==> src/rtl/ewu_pkg.sv <==
package ewu_pkg;

    // Per-channel state: bit 1 = pending, bit 0 = quiet (edge detection off)
    typedef enum logic [1:0] {
        CH_IDLE       = 2'b00,
        CH_QUIET      = 2'b01,
        CH_PEND       = 2'b10,
        CH_PEND_QUIET = 2'b11
    } ch_state_t;

    localparam int ADDR_ENABLE   = 0;
    localparam int ADDR_POLARITY = 1;
    localparam int ADDR_PENDING  = 2;
    localparam int ADDR_GROUP0   = 3;

endpackage

==> src/rtl/ewu_sync.sv <==
module ewu_sync #(
    parameter int WIDTH  = 16,
    parameter int STAGES = 2
) (
    input  logic             clk,
    input  logic             rst_n,
    input  logic [WIDTH-1:0] d_async,
    output logic [WIDTH-1:0] q_sync
);

    logic [STAGES-1:0][WIDTH-1:0] chain_q;

    // First stage captures the asynchronous lines
    always_ff @(posedge clk or negedge rst_n) begin
        if (!rst_n) begin
            chain_q[0] <= '0;
        end else begin
            chain_q[0] <= d_async;
        end
    end

    // Remaining stages follow one after another
    for (genvar s = 1; s < STAGES; s++) begin : g_stage
        always_ff @(posedge clk or negedge rst_n) begin
            if (!rst_n) begin
                chain_q[s] <= '0;
            end else begin
                chain_q[s] <= chain_q[s-1];
            end
        end
    end

    assign q_sync = chain_q[STAGES-1];

endmodule

==> src/rtl/ewu_channel.sv <==
module ewu_channel
    import ewu_pkg::*;
(
    input  logic clk,
    input  logic rst_n,
    input  logic level_i,     // synchronised line level
    input  logic pol_i,       // 0 = rising, 1 = falling
    input  logic pol_chg_i,   // polarity bit is being changed this cycle
    input  logic clr_i,       // write-one-to-clear for this channel
    output logic pending_o
);

    ch_state_t state_q, state_d;
    logic      act_now;
    logic      act_prev_q;
    logic      edge_hit;
    logic      quiet;

    // "Active" level folds polarity in, so one rising detector serves both
    assign act_now  = level_i ^ pol_i;
    assign edge_hit = act_now & ~act_prev_q;

    // State register
    always_ff @(posedge clk or negedge rst_n) begin
        if (!rst_n) begin
            state_q    <= CH_IDLE;
            act_prev_q <= 1'b0;
        end else begin
            state_q    <= state_d;
            act_prev_q <= act_now;
        end
    end

    // Next state
    always_comb begin
        state_d = state_q;
        unique case (state_q)
            CH_IDLE: begin
                if (edge_hit) begin
                    state_d = pol_chg_i ? CH_PEND_QUIET : CH_PEND;   // T_DETECT
                end else if (pol_chg_i) begin
                    state_d = CH_QUIET;                              // T_BLANK
                end
            end
            CH_QUIET: begin
                if (!pol_chg_i) begin
                    state_d = CH_IDLE;                               // T_REARM
                end
            end
            CH_PEND: begin
                if (clr_i && !edge_hit) begin
                    state_d = pol_chg_i ? CH_QUIET : CH_IDLE;        // T_CLEAR
                end else if (pol_chg_i) begin
                    state_d = CH_PEND_QUIET;                         // T_BLANK
                end
            end
            CH_PEND_QUIET: begin
                if (clr_i) begin
                    state_d = pol_chg_i ? CH_QUIET : CH_IDLE;        // T_CLEAR
                end else if (!pol_chg_i) begin
                    state_d = CH_PEND;                               // T_REARM
                end
            end
            default: state_d = CH_IDLE;
        endcase
    end

    // Outputs
    always_comb begin
        pending_o = (state_q == CH_PEND) || (state_q == CH_PEND_QUIET);
        quiet     = (state_q == CH_QUIET) || (state_q == CH_PEND_QUIET);
    end

    AST_SET_ON_EDGE: assert property (@(posedge clk) disable iff (!rst_n)
        (edge_hit && !quiet) |=> pending_o);

    AST_PEND_STICKY: assert property (@(posedge clk) disable iff (!rst_n)
        (pending_o && !clr_i) |=> pending_o);

    AST_EDGE_BEATS_CLEAR: assert property (@(posedge clk) disable iff (!rst_n)
        (pending_o && clr_i && edge_hit && !quiet) |=> pending_o);

    AST_QUIET_NO_SET: assert property (@(posedge clk) disable iff (!rst_n)
        (state_q == CH_QUIET) |=> !pending_o);

endmodule

==> src/rtl/ewu_regs.sv <==
module ewu_regs
    import ewu_pkg::*;
#(
    parameter int NCH  = 16,
    parameter int NOUT = 4,
    parameter int AW   = 3,
    parameter int DW   = 16,
    localparam int GW  = $clog2(NOUT),
    localparam int CPW = DW / GW
) (
    input  logic                    clk,
    input  logic                    rst_n,
    input  logic                    bus_wr,
    input  logic [AW-1:0]           bus_addr,
    input  logic [DW-1:0]           bus_wdata,
    output logic [DW-1:0]           bus_rdata,
    input  logic [NCH-1:0]          pending_i,
    output logic [NCH-1:0]          enable_o,
    output logic [NCH-1:0]          polarity_o,
    output logic [NCH-1:0][GW-1:0]  group_o,
    output logic [NCH-1:0]          pol_chg_o,
    output logic [NCH-1:0]          clr_o
);

    logic [NCH-1:0]         en_q;
    logic [NCH-1:0]         pol_q;
    logic [NCH-1:0][GW-1:0] grp_q;
    int                     addr_i;

    assign addr_i = int'(bus_addr);

    always_ff @(posedge clk or negedge rst_n) begin
        if (!rst_n) begin
            en_q  <= '0;
            pol_q <= '0;
            grp_q <= '0;
        end else if (bus_wr) begin
            if (addr_i == ADDR_ENABLE) begin
                en_q <= bus_wdata[NCH-1:0];
            end
            if (addr_i == ADDR_POLARITY) begin
                pol_q <= bus_wdata[NCH-1:0];
            end
            for (int k = 0; k < NCH; k++) begin
                if (addr_i == ADDR_GROUP0 + k / CPW) begin
                    grp_q[k] <= bus_wdata[(k % CPW) * GW +: GW];
                end
            end
        end
    end

    always_comb begin
        bus_rdata = '0;
        if (addr_i == ADDR_ENABLE) begin
            bus_rdata[NCH-1:0] = en_q;
        end else if (addr_i == ADDR_POLARITY) begin
            bus_rdata[NCH-1:0] = pol_q;
        end else if (addr_i == ADDR_PENDING) begin
            bus_rdata[NCH-1:0] = pending_i;
        end else begin
            for (int k = 0; k < NCH; k++) begin
                if (addr_i == ADDR_GROUP0 + k / CPW) begin
                    bus_rdata[(k % CPW) * GW +: GW] = grp_q[k];
                end
            end
        end
    end

    // Only channels whose polarity bit really changes are blanked
    assign pol_chg_o = (bus_wr && addr_i == ADDR_POLARITY) ?
                       (bus_wdata[NCH-1:0] ^ pol_q) : '0;
    assign clr_o     = (bus_wr && addr_i == ADDR_PENDING) ?
                       bus_wdata[NCH-1:0] : '0;

    assign enable_o   = en_q;
    assign polarity_o = pol_q;
    assign group_o    = grp_q;

    AST_CLR_NEEDS_WRITE: assert property (@(posedge clk) disable iff (!rst_n)
        (|clr_o) |-> bus_wr);

    AST_POL_WRITE_TAKES: assert property (@(posedge clk) disable iff (!rst_n)
        (bus_wr && addr_i == ADDR_POLARITY) |=>
        (polarity_o == $past(bus_wdata[NCH-1:0])));

endmodule

==> src/rtl/ewu_combine.sv <==
module ewu_combine #(
    parameter int NCH  = 16,
    parameter int NOUT = 4,
    localparam int GW  = $clog2(NOUT)
) (
    input  logic                    clk,
    input  logic                    rst_n,
    input  logic [NCH-1:0]          pending_i,
    input  logic [NCH-1:0]          enable_i,
    input  logic [NCH-1:0][GW-1:0]  group_i,
    output logic [NOUT-1:0]         irq_o,
    output logic                    wake_o
);

    logic [NCH-1:0] live;

    assign live   = pending_i & enable_i;
    assign wake_o = |live;

    for (genvar g = 0; g < NOUT; g++) begin : g_out
        always_comb begin
            irq_o[g] = 1'b0;
            for (int k = 0; k < NCH; k++) begin
                if (live[k] && int'(group_i[k]) == g) begin
                    irq_o[g] = 1'b1;
                end
            end
        end
    end

    AST_IRQ_NEEDS_WAKE: assert property (@(posedge clk) disable iff (!rst_n)
        (|irq_o) |-> wake_o);

    AST_DISABLED_SILENT: assert property (@(posedge clk) disable iff (!rst_n)
        (enable_i == '0) |-> (irq_o == '0 && !wake_o));

endmodule

==> src/rtl/edge_wake_unit.sv <==
module edge_wake_unit
    import ewu_pkg::*;
#(
    parameter int NCH         = 16,
    parameter int NOUT        = 4,
    parameter int AW          = 3,
    parameter int DW          = 16,
    parameter int SYNC_STAGES = 2,
    localparam int GW         = $clog2(NOUT)
) (
    input  logic            clk,
    input  logic            rst_n,
    input  logic [NCH-1:0]  line_in,
    input  logic            bus_wr,
    input  logic [AW-1:0]   bus_addr,
    input  logic [DW-1:0]   bus_wdata,
    output logic [DW-1:0]   bus_rdata,
    output logic [NOUT-1:0] irq_out,
    output logic            wake_req
);

    logic [NCH-1:0]         line_s;
    logic [NCH-1:0]         pend;
    logic [NCH-1:0]         en;
    logic [NCH-1:0]         pol;
    logic [NCH-1:0][GW-1:0] grp;
    logic [NCH-1:0]         pol_chg;
    logic [NCH-1:0]         clr;

    ewu_sync #(.WIDTH(NCH), .STAGES(SYNC_STAGES)) i_sync (
        .clk     (clk),
        .rst_n   (rst_n),
        .d_async (line_in),
        .q_sync  (line_s)
    );

    ewu_regs #(.NCH(NCH), .NOUT(NOUT), .AW(AW), .DW(DW)) i_regs (
        .clk        (clk),
        .rst_n      (rst_n),
        .bus_wr     (bus_wr),
        .bus_addr   (bus_addr),
        .bus_wdata  (bus_wdata),
        .bus_rdata  (bus_rdata),
        .pending_i  (pend),
        .enable_o   (en),
        .polarity_o (pol),
        .group_o    (grp),
        .pol_chg_o  (pol_chg),
        .clr_o      (clr)
    );

    for (genvar k = 0; k < NCH; k++) begin : g_ch
        ewu_channel i_ch (
            .clk       (clk),
            .rst_n     (rst_n),
            .level_i   (line_s[k]),
            .pol_i     (pol[k]),
            .pol_chg_i (pol_chg[k]),
            .clr_i     (clr[k]),
            .pending_o (pend[k])
        );
    end

    ewu_combine #(.NCH(NCH), .NOUT(NOUT)) i_comb (
        .clk       (clk),
        .rst_n     (rst_n),
        .pending_i (pend),
        .enable_i  (en),
        .group_i   (grp),
        .irq_o     (irq_out),
        .wake_o    (wake_req)
    );

endmodule

==> config.mk <==
export PLATFORM = sky130hd
export DESIGN_NAME = edge_wake_unit
export DESIGN_NICKNAME = d
export VERILOG_FILES = /design/src/rtl/ewu_pkg.sv /design/src/rtl/ewu_sync.sv /design/src/rtl/ewu_channel.sv /design/src/rtl/ewu_regs.sv /design/src/rtl/ewu_combine.sv /design/src/rtl/edge_wake_unit.sv
export SDC_FILE = /design/constraint.sdc
export NUM_CORES = 1
export LEC_CHECK = 0
export CAP_MARGIN = 10
export CORE_MARGIN = 8
export CORE_UTILIZATION = 55
export CTS_CLUSTER_DIAMETER = 50
export CTS_CLUSTER_SIZE = 28
export DETAILED_ROUTE_END_ITERATION = 10
export GPL_TIMING_DRIVEN = 1
export PLACE_DENSITY = 0.77
export SYNTH_ARGS = -nofsm -noshare
export SYNTH_HDL_FRONTEND = slang
export SYNTH_SLANG_ARGS = --single-unit
==> constraint.sdc <==
create_clock -name clk -period 2.2 [get_ports clk]
set_input_delay 0.33 -clock clk [delete_from_list [all_inputs] [get_ports clk]]
set_output_delay 0.33 -clock clk [all_outputs]
set_load 0.05 [all_outputs]
After elaboration in Yosys (flattened, before gate mapping):

Index checks and enable logic that the tools add are counted.

* divide/modulo/power cells: 0
* $add $sub $neg: 0
* muxes and demuxes: 245
* reduce and logical (&&, ||, !) cells: 168
* equality and inequality tests: 164
* $lt $le $gt $ge: 0
* shift operators: 0
* $mul: 0
* bitwise gates (word level): 50

Operator list (count)
* 2-bit 2-to-1 mux: 128
* 2-bit == test (second input constant): 64
* 2-bit case mux with 4 select lines: 16
* 1-bit 2-to-1 mux: 96
* 3-bit by 2-bit != test with 1-bit output (second input constant): 32
* 1-bit logical AND: 82
* 16-bit 2-to-1 mux: 5
* 2-bit by 1-bit == test with 1-bit output (second input constant): 32
* 2-bit logical NOT: 32
* 4-bit AND reduction: 16
* 3-bit != test (second input constant): 16
* 32-bit logical NOT: 1
* 2-bit != test (second input constant): 16
* 1-bit bitwise AND: 16
* 16-bit bitwise AND: 1
* 1-bit logical NOT: 16
* 1-bit logical OR: 16
* 1-bit NOT: 16
* 16-bit OR reduction: 1
* 1-bit XOR: 16
* 16-bit XOR: 1
* 3-bit == test (second input constant): 3
* 2-bit AND reduction: 4
* 3-bit by 2-bit == test with 1-bit output (second input constant): 1

* bits in registers: 144
* memory bits (read-only): 0
* bits in latches: 0
* output and inout bits: 21
* memories: 0
* RAM bits: 0

Logic depth before layout (Yosys ltp):

Gate-level depths: netlist of the first run.

* word-level depth: 20
* mapped depth: 6
* mapped depth without buffers: 3

Cells and area by module:

A second synthesis of the first run with hierarchy kept.

* cells, all modules: 580
* area total of the unflattened synthesis: 6956.7 um^2

Modules (own cells, without submodules)
* ewu_regs: area each 3553.4 um^2, times used 1, cells an instance 295
* ewu_channel: area each 107.6 um^2, times used 16, cells an instance 9
* ewu_sync: area each 920.9 um^2, times used 1, cells an instance 48
* ewu_combine: area each 760.7 um^2, times used 1, cells an instance 93

Least setup slack after synthesis of the first run:

Ideal clock, no wire load.

* path kind: input to output
* start point: input port bus_addr[0]
* end point: output port bus_rdata[10]
* path buffers: 2
* path slack: -0.185 ns
* data required time: 1.870 ns
* cell stages on the path: 5
* arrival time: 2.055 ns
* cells stage by stage: buf_6 -> nor3b_4 -> buf_2 -> a22oi_1 -> a31oi_1

* longest elaborated chain between the ends: 6
* elaborated cells on any way between the ends: 10
* classes of those cells: 4 x eq/ne; 5 x mux; 1 x reduce/logical

Ends and longest elaborated chain
* from (decl): RTL line edge_wake_unit.sv:15 `input logic [AW-1:0] bus_addr,`
* 3-bit == test: RTL line ewu_regs.sv:62 `if (addr_i == ADDR_GROUP0 + k / CPW) begin`
* 2-bit 2-to-1 mux (2 in a row): RTL line ewu_regs.sv:62
* 16-bit 2-to-1 mux: RTL line ewu_regs.sv:58 `end else if (addr_i == ADDR_PENDING) begin`
* 16-bit 2-to-1 mux: RTL line ewu_regs.sv:56 `end else if (addr_i == ADDR_POLARITY) begin`
* 16-bit 2-to-1 mux *: RTL line ewu_regs.sv:54 `if (addr_i == ADDR_ENABLE) begin`
* to (decl): RTL line edge_wake_unit.sv:17 `output logic [DW-1:0] bus_rdata,`

Every way passes the cells marked *; elsewhere a longest branch is shown, timed or not.

Final worst setup path of the first run:

* start point: register g_ch[0].i_ch.state_q[1]
* end point: output port irq_out[0]

* longest elaborated chain between the ends: 20
* elaborated cells on any way between the ends: 21
* classes of those cells: 2 x eq/ne; 16 x mux; 1 x bitwise; 2 x reduce/logical

Ends and longest elaborated chain
* from (decl): RTL line ewu_channel.sv:13 `ch_state_t state_q, state_d;`
* from (signal assigned): RTL line ewu_channel.sv:29 `state_q <= state_d;`
* 2-bit == test: RTL line ewu_channel.sv:70 `pending_o = (state_q == CH_PEND) || (state_q == CH_PEND_QUIET);`
* 1-bit logical OR *: RTL line ewu_channel.sv:70
* 16-bit bitwise AND *: RTL line ewu_combine.sv:17 `assign live = pending_i & enable_i;`
* 1-bit logical AND *: RTL line ewu_combine.sv:24 `if (live[k] && int'(group_i[k]) == g) begin`
* 1-bit 2-to-1 mux * (16 in a row): RTL line ewu_combine.sv:24
* to (decl): RTL line edge_wake_unit.sv:18 `output logic [NOUT-1:0] irq_out,`

Marks and branches as above.

==> metrics.md, run 1 <==
| Metric | Value |
|---|---|
| Status | `complete, but fails checks` |
| Failing checks | `negative setup slack` |
| Max Cap Viol | `0` |
| Met2 WL | `8070 um` |
| Fin Setup TNS | `-0.103 ns` |
| P&R area growth vs syn | `31.0%` |
| Row Count | `39` |
| Initial antenna violation count | `0` |
| Initial Util | `56.6%` |
| Share of layout cells above drive strength 1 | `37.3%` |
| Port Buffer Count | `58` |
| Initial drt markers | `385` |
| Gr usage total | `22.0%` |
| M1 wire length | `7540 um` |
| Worst-path cell chain | `nor4bb_1, nor4_1, nand4_1, buf_6` |
| Layout Cells excl Fill | `765` |
| Leakage | `3.52 nW` |
| Placed wire-length estimate | `11200 um` |
| Main combinational cell family by area after synthesis | `simple AND/OR/NAND/NOR gates` |
| Adder-cell share of the synthesized area | `0%` |
| Layout Utilization | `74.1%` |
| Core Area | `11500 um2` |
| Top cells by area, synth | `dfrtp_1, mux2_2, nand4b_1, mux2_4, nand4_1` |
| Distinct cell type count after synthesis | `31` |
| Dpl cells | `714` |
| Final wirelength | `16700 um` |
| Synth Area in XOR/XNOR | `4.32%` |
| Via count | `4644` |
| VDD IR max | `877 uV` |
| Synth Area in Compound Gates | `6.52%` |
| Area leader, netlist | `dfrtp_1` |
| Worst relative slew slack | `65.8%` |
| Syn avg cell area | `12.8 um2` |
| Total global routing overflow | `0` |
| Post-Syn Area | `6490 um2` |
| Startpoint Class | `flip-flop` |
| GPL Wtd Cong | `0.912` |
| DP Area | `7660 um2` |
| Warnings from Yosys | `0` |
| DR WL met3 | `834 um` |
| Clock tree root buffer cell | `clkbuf_16` |
| Setup Skew | `0.00652 ns` |
| H-tree depth | `4` |
| Final Max Slew Viols | `0` |
| DRC | `0` |
| Clk sinks | `144` |
| Largest stage delay, worst path | `0.45 ns` |
| Synth top area share | `55.5%` |
| Skew-Pair Late Insertion Delay | `0.43 ns` |
| Critical setup path kind | `reg -> out` |
| # IOs | `59` |
| DR top layer | `met4` |
| Final worst setup slack | `-0.0804 ns` |
| Clock slew at reported path FFs | `0.06 ns` |
| CP endpoint kind | `output port` |
| Routed WL per cell | `21.8 um` |
| Post-DRT Antenna Nets | `0` |
| Inserted Diodes | `0` |
| Vias in the first global route | `4894` |
| Mux share of post-synthesis cell area | `14.6%` |
| Die area | `15500 um2` |
| Critical Path AT | `1.95 ns` |
| RSZ-0062 raised after global routing | `true` |
| Synth Net Count | `545` |
| HP Class | `in -> reg` |
| Num CTS Buffers | `17` |
| Largest net degree at the start of global routing | `66` |
| Flops & latches, synth | `144` |
| Slew @ Worst Pin | `0.512 ns` |
| Final setup fails | `3` |
| Hold Fails Final Rpt | `0` |
| CTS tree | `built` |
| WP data required | `1.87 ns` |
| Simple-gate share of the synthesized area | `17.0%` |
| Final min period | `2.28 ns` |
| Finished Cell Area | `8500 um2` |
| First-pass GRT wire length | `27000 um` |
| Drt pass-1 iters | `5` |
| Worst-path fanout max | `6` |
| Mapped Cells | `507` |
| NumNets Final | `647` |
| Achievable Freq | `439 MHz` |
| Die Height | `125 um` |
| Power Dens Cells | `1030 nW/um2` |
| Slowest stage cell, crit path | `dfrtp_2` |
| Die X | `125 um` |
| Final hold slack | `0.339 ns` |
| Post-synthesis sequential area ratio | `55.5%` |
| Vias/cell | `6.07` |
| Worst-case clock buffer depth | `2` |
| Period utilization | `104%` |
-- synthesized netlist by cell type --
cell / number
nand2_1: 32
inv_1: 1
nand4_1: 30
dfrtp_1: 144
clkbuf_1: 5
xor2_1: 16
and4bb_2: 1
buf_6: 5
a22oi_1: 22
mux2_4: 13
nor2b_1: 1
a22o_1: 17
and4_1: 1
a31oi_1: 16
nand3_4: 1
nand4b_1: 32
nor2_8: 1
and2_1: 1
xnor2_1: 16
buf_4: 3
nor4bb_1: 16
nor4_1: 4
buf_2: 5
or3_1: 1
nand2_4: 1
nor3b_4: 2
a221oi_1: 1
mux2_2: 67
clkbuf_2: 1
or4_1: 3
nor2_1: 48
-- state kept, by name (all words and copies together) (netlist names) --
name / flops
g_ch.i_ch.act_prev_q: 16
i_sync.chain_q: 16
i_sync.q_sync: 16
i_regs.polarity_o: 16
g_ch.i_ch.state_q: 32
i_regs.group_o: 32
i_regs.enable_o: 16
-- where the power goes --
| part | internal (mW) | leakage, nW | switching [mW] |
|---|---|---|---|
| registers | 3.09 | 1.67 | 0.574 |
| logic | 1.13 | 1.56 | 0.959 |
| clock network | 1.83 | 0.290 | 1.15 |
-- cell type report --
type                       instances  area, um2
sequential                       144       3640
fill                             739       2970
multi-input combinational        343       2830
timing repair buffer             102       1230
clock buffer                      18        439
tap                              143        179
clock inverter                    14        178
inverter                           1       3.75
-- placed cells by master, fill, tap and decap left out, types with 27 or more instances in the layout --
cell	synthesis	layout
buf_12	0	27
buf_4	3	31
clkdlybuf4s50_1	0	33
dfrtp_1	144	111
dfrtp_2	0	33
mux2_2	67	67
nand2_1	32	32
nand4_1	30	30
nand4b_1	32	32
nor2_1	48	48
-- worst max-delay path: cells and delay by family, from the launching register on --
family        cells  cell delay, ns
flops             1            0.45
buf+inv           1            0.23
simple gates      3            0.84
-- final timing paths --
kind | slack, ns | cells after the start | start | end
min reg2reg | 0.35 | 0 | i_sync.chain_q[2] | i_sync.q_sync[2]
max reg2reg | 1.22 | 2 | i_regs.enable_o[2] | i_regs.enable_o[2]
max | -0.08 | 4 | g_ch[0].i_ch.state_q[1] | irq_out[0]
min in group asynchronous | 0.42 | 2 | rst_n | g_ch[7].i_ch.state_q[0]
min | 0.34 | 1 | line_in[10] | i_sync.chain_q[10]
max in group asynchronous | 1.00 | 3 | rst_n | g_ch[10].i_ch.state_q[1]
-- what timing repair did --
action,4_1_cts,5_1_grt
setup endpoints to repair,20,20
gates resized for setup,31,19
setup buffers,6,11
hold buffers,1,0
gates cloned,1,0
endpoints found under the hold margin,50,0
pin swaps,6,6
-- metrics by stage --
| stage | power [mW] | worst slack [ns] |
|---|---|---|
| after global placement | 5.52 | -0.0516 |
| after global routing | 9.09 | -0.0872 |
| final | 8.73 | -0.0804 |
| after detailed placement | 5.59 | -0.151 |
| after floorplan | 4.73 | 0.0104 |
| after CTS | 8.70 | -0.0194 |
-- cells by family (layout without fill, tap and decap cells) --
| group | count (synthesis) | in the layout |
|---|---|---|
| xor+xnor | 32 | 32 |
| compound gates | 56 | 56 |
| flops | 144 | 144 |
| buf+inv | 20 | 135 |
| simple gates | 175 | 175 |
| mux | 80 | 80 |
-- routing by layer --
layer  vias up  GRT usage (%)
li1       2121              -
met1      2349           28.5
met2       152           35.0
met3        22           5.53
met4         0           7.94
met5         -              0
Power figures use the tool's default switching activity.
==> run 2: changes to the inputs <==
--- a/config.mk
+++ b/config.mk
@@ -5,7 +5,6 @@
 export SDC_FILE = /design/constraint.sdc
 export NUM_CORES = 1
 export LEC_CHECK = 0
-export CAP_MARGIN = 10
 export CORE_MARGIN = 8
 export CORE_UTILIZATION = 55
 export CTS_CLUSTER_DIAMETER = 50
==> results of run 2 <==
The final DEF is identical to that of run 1; final timing and power are the same.
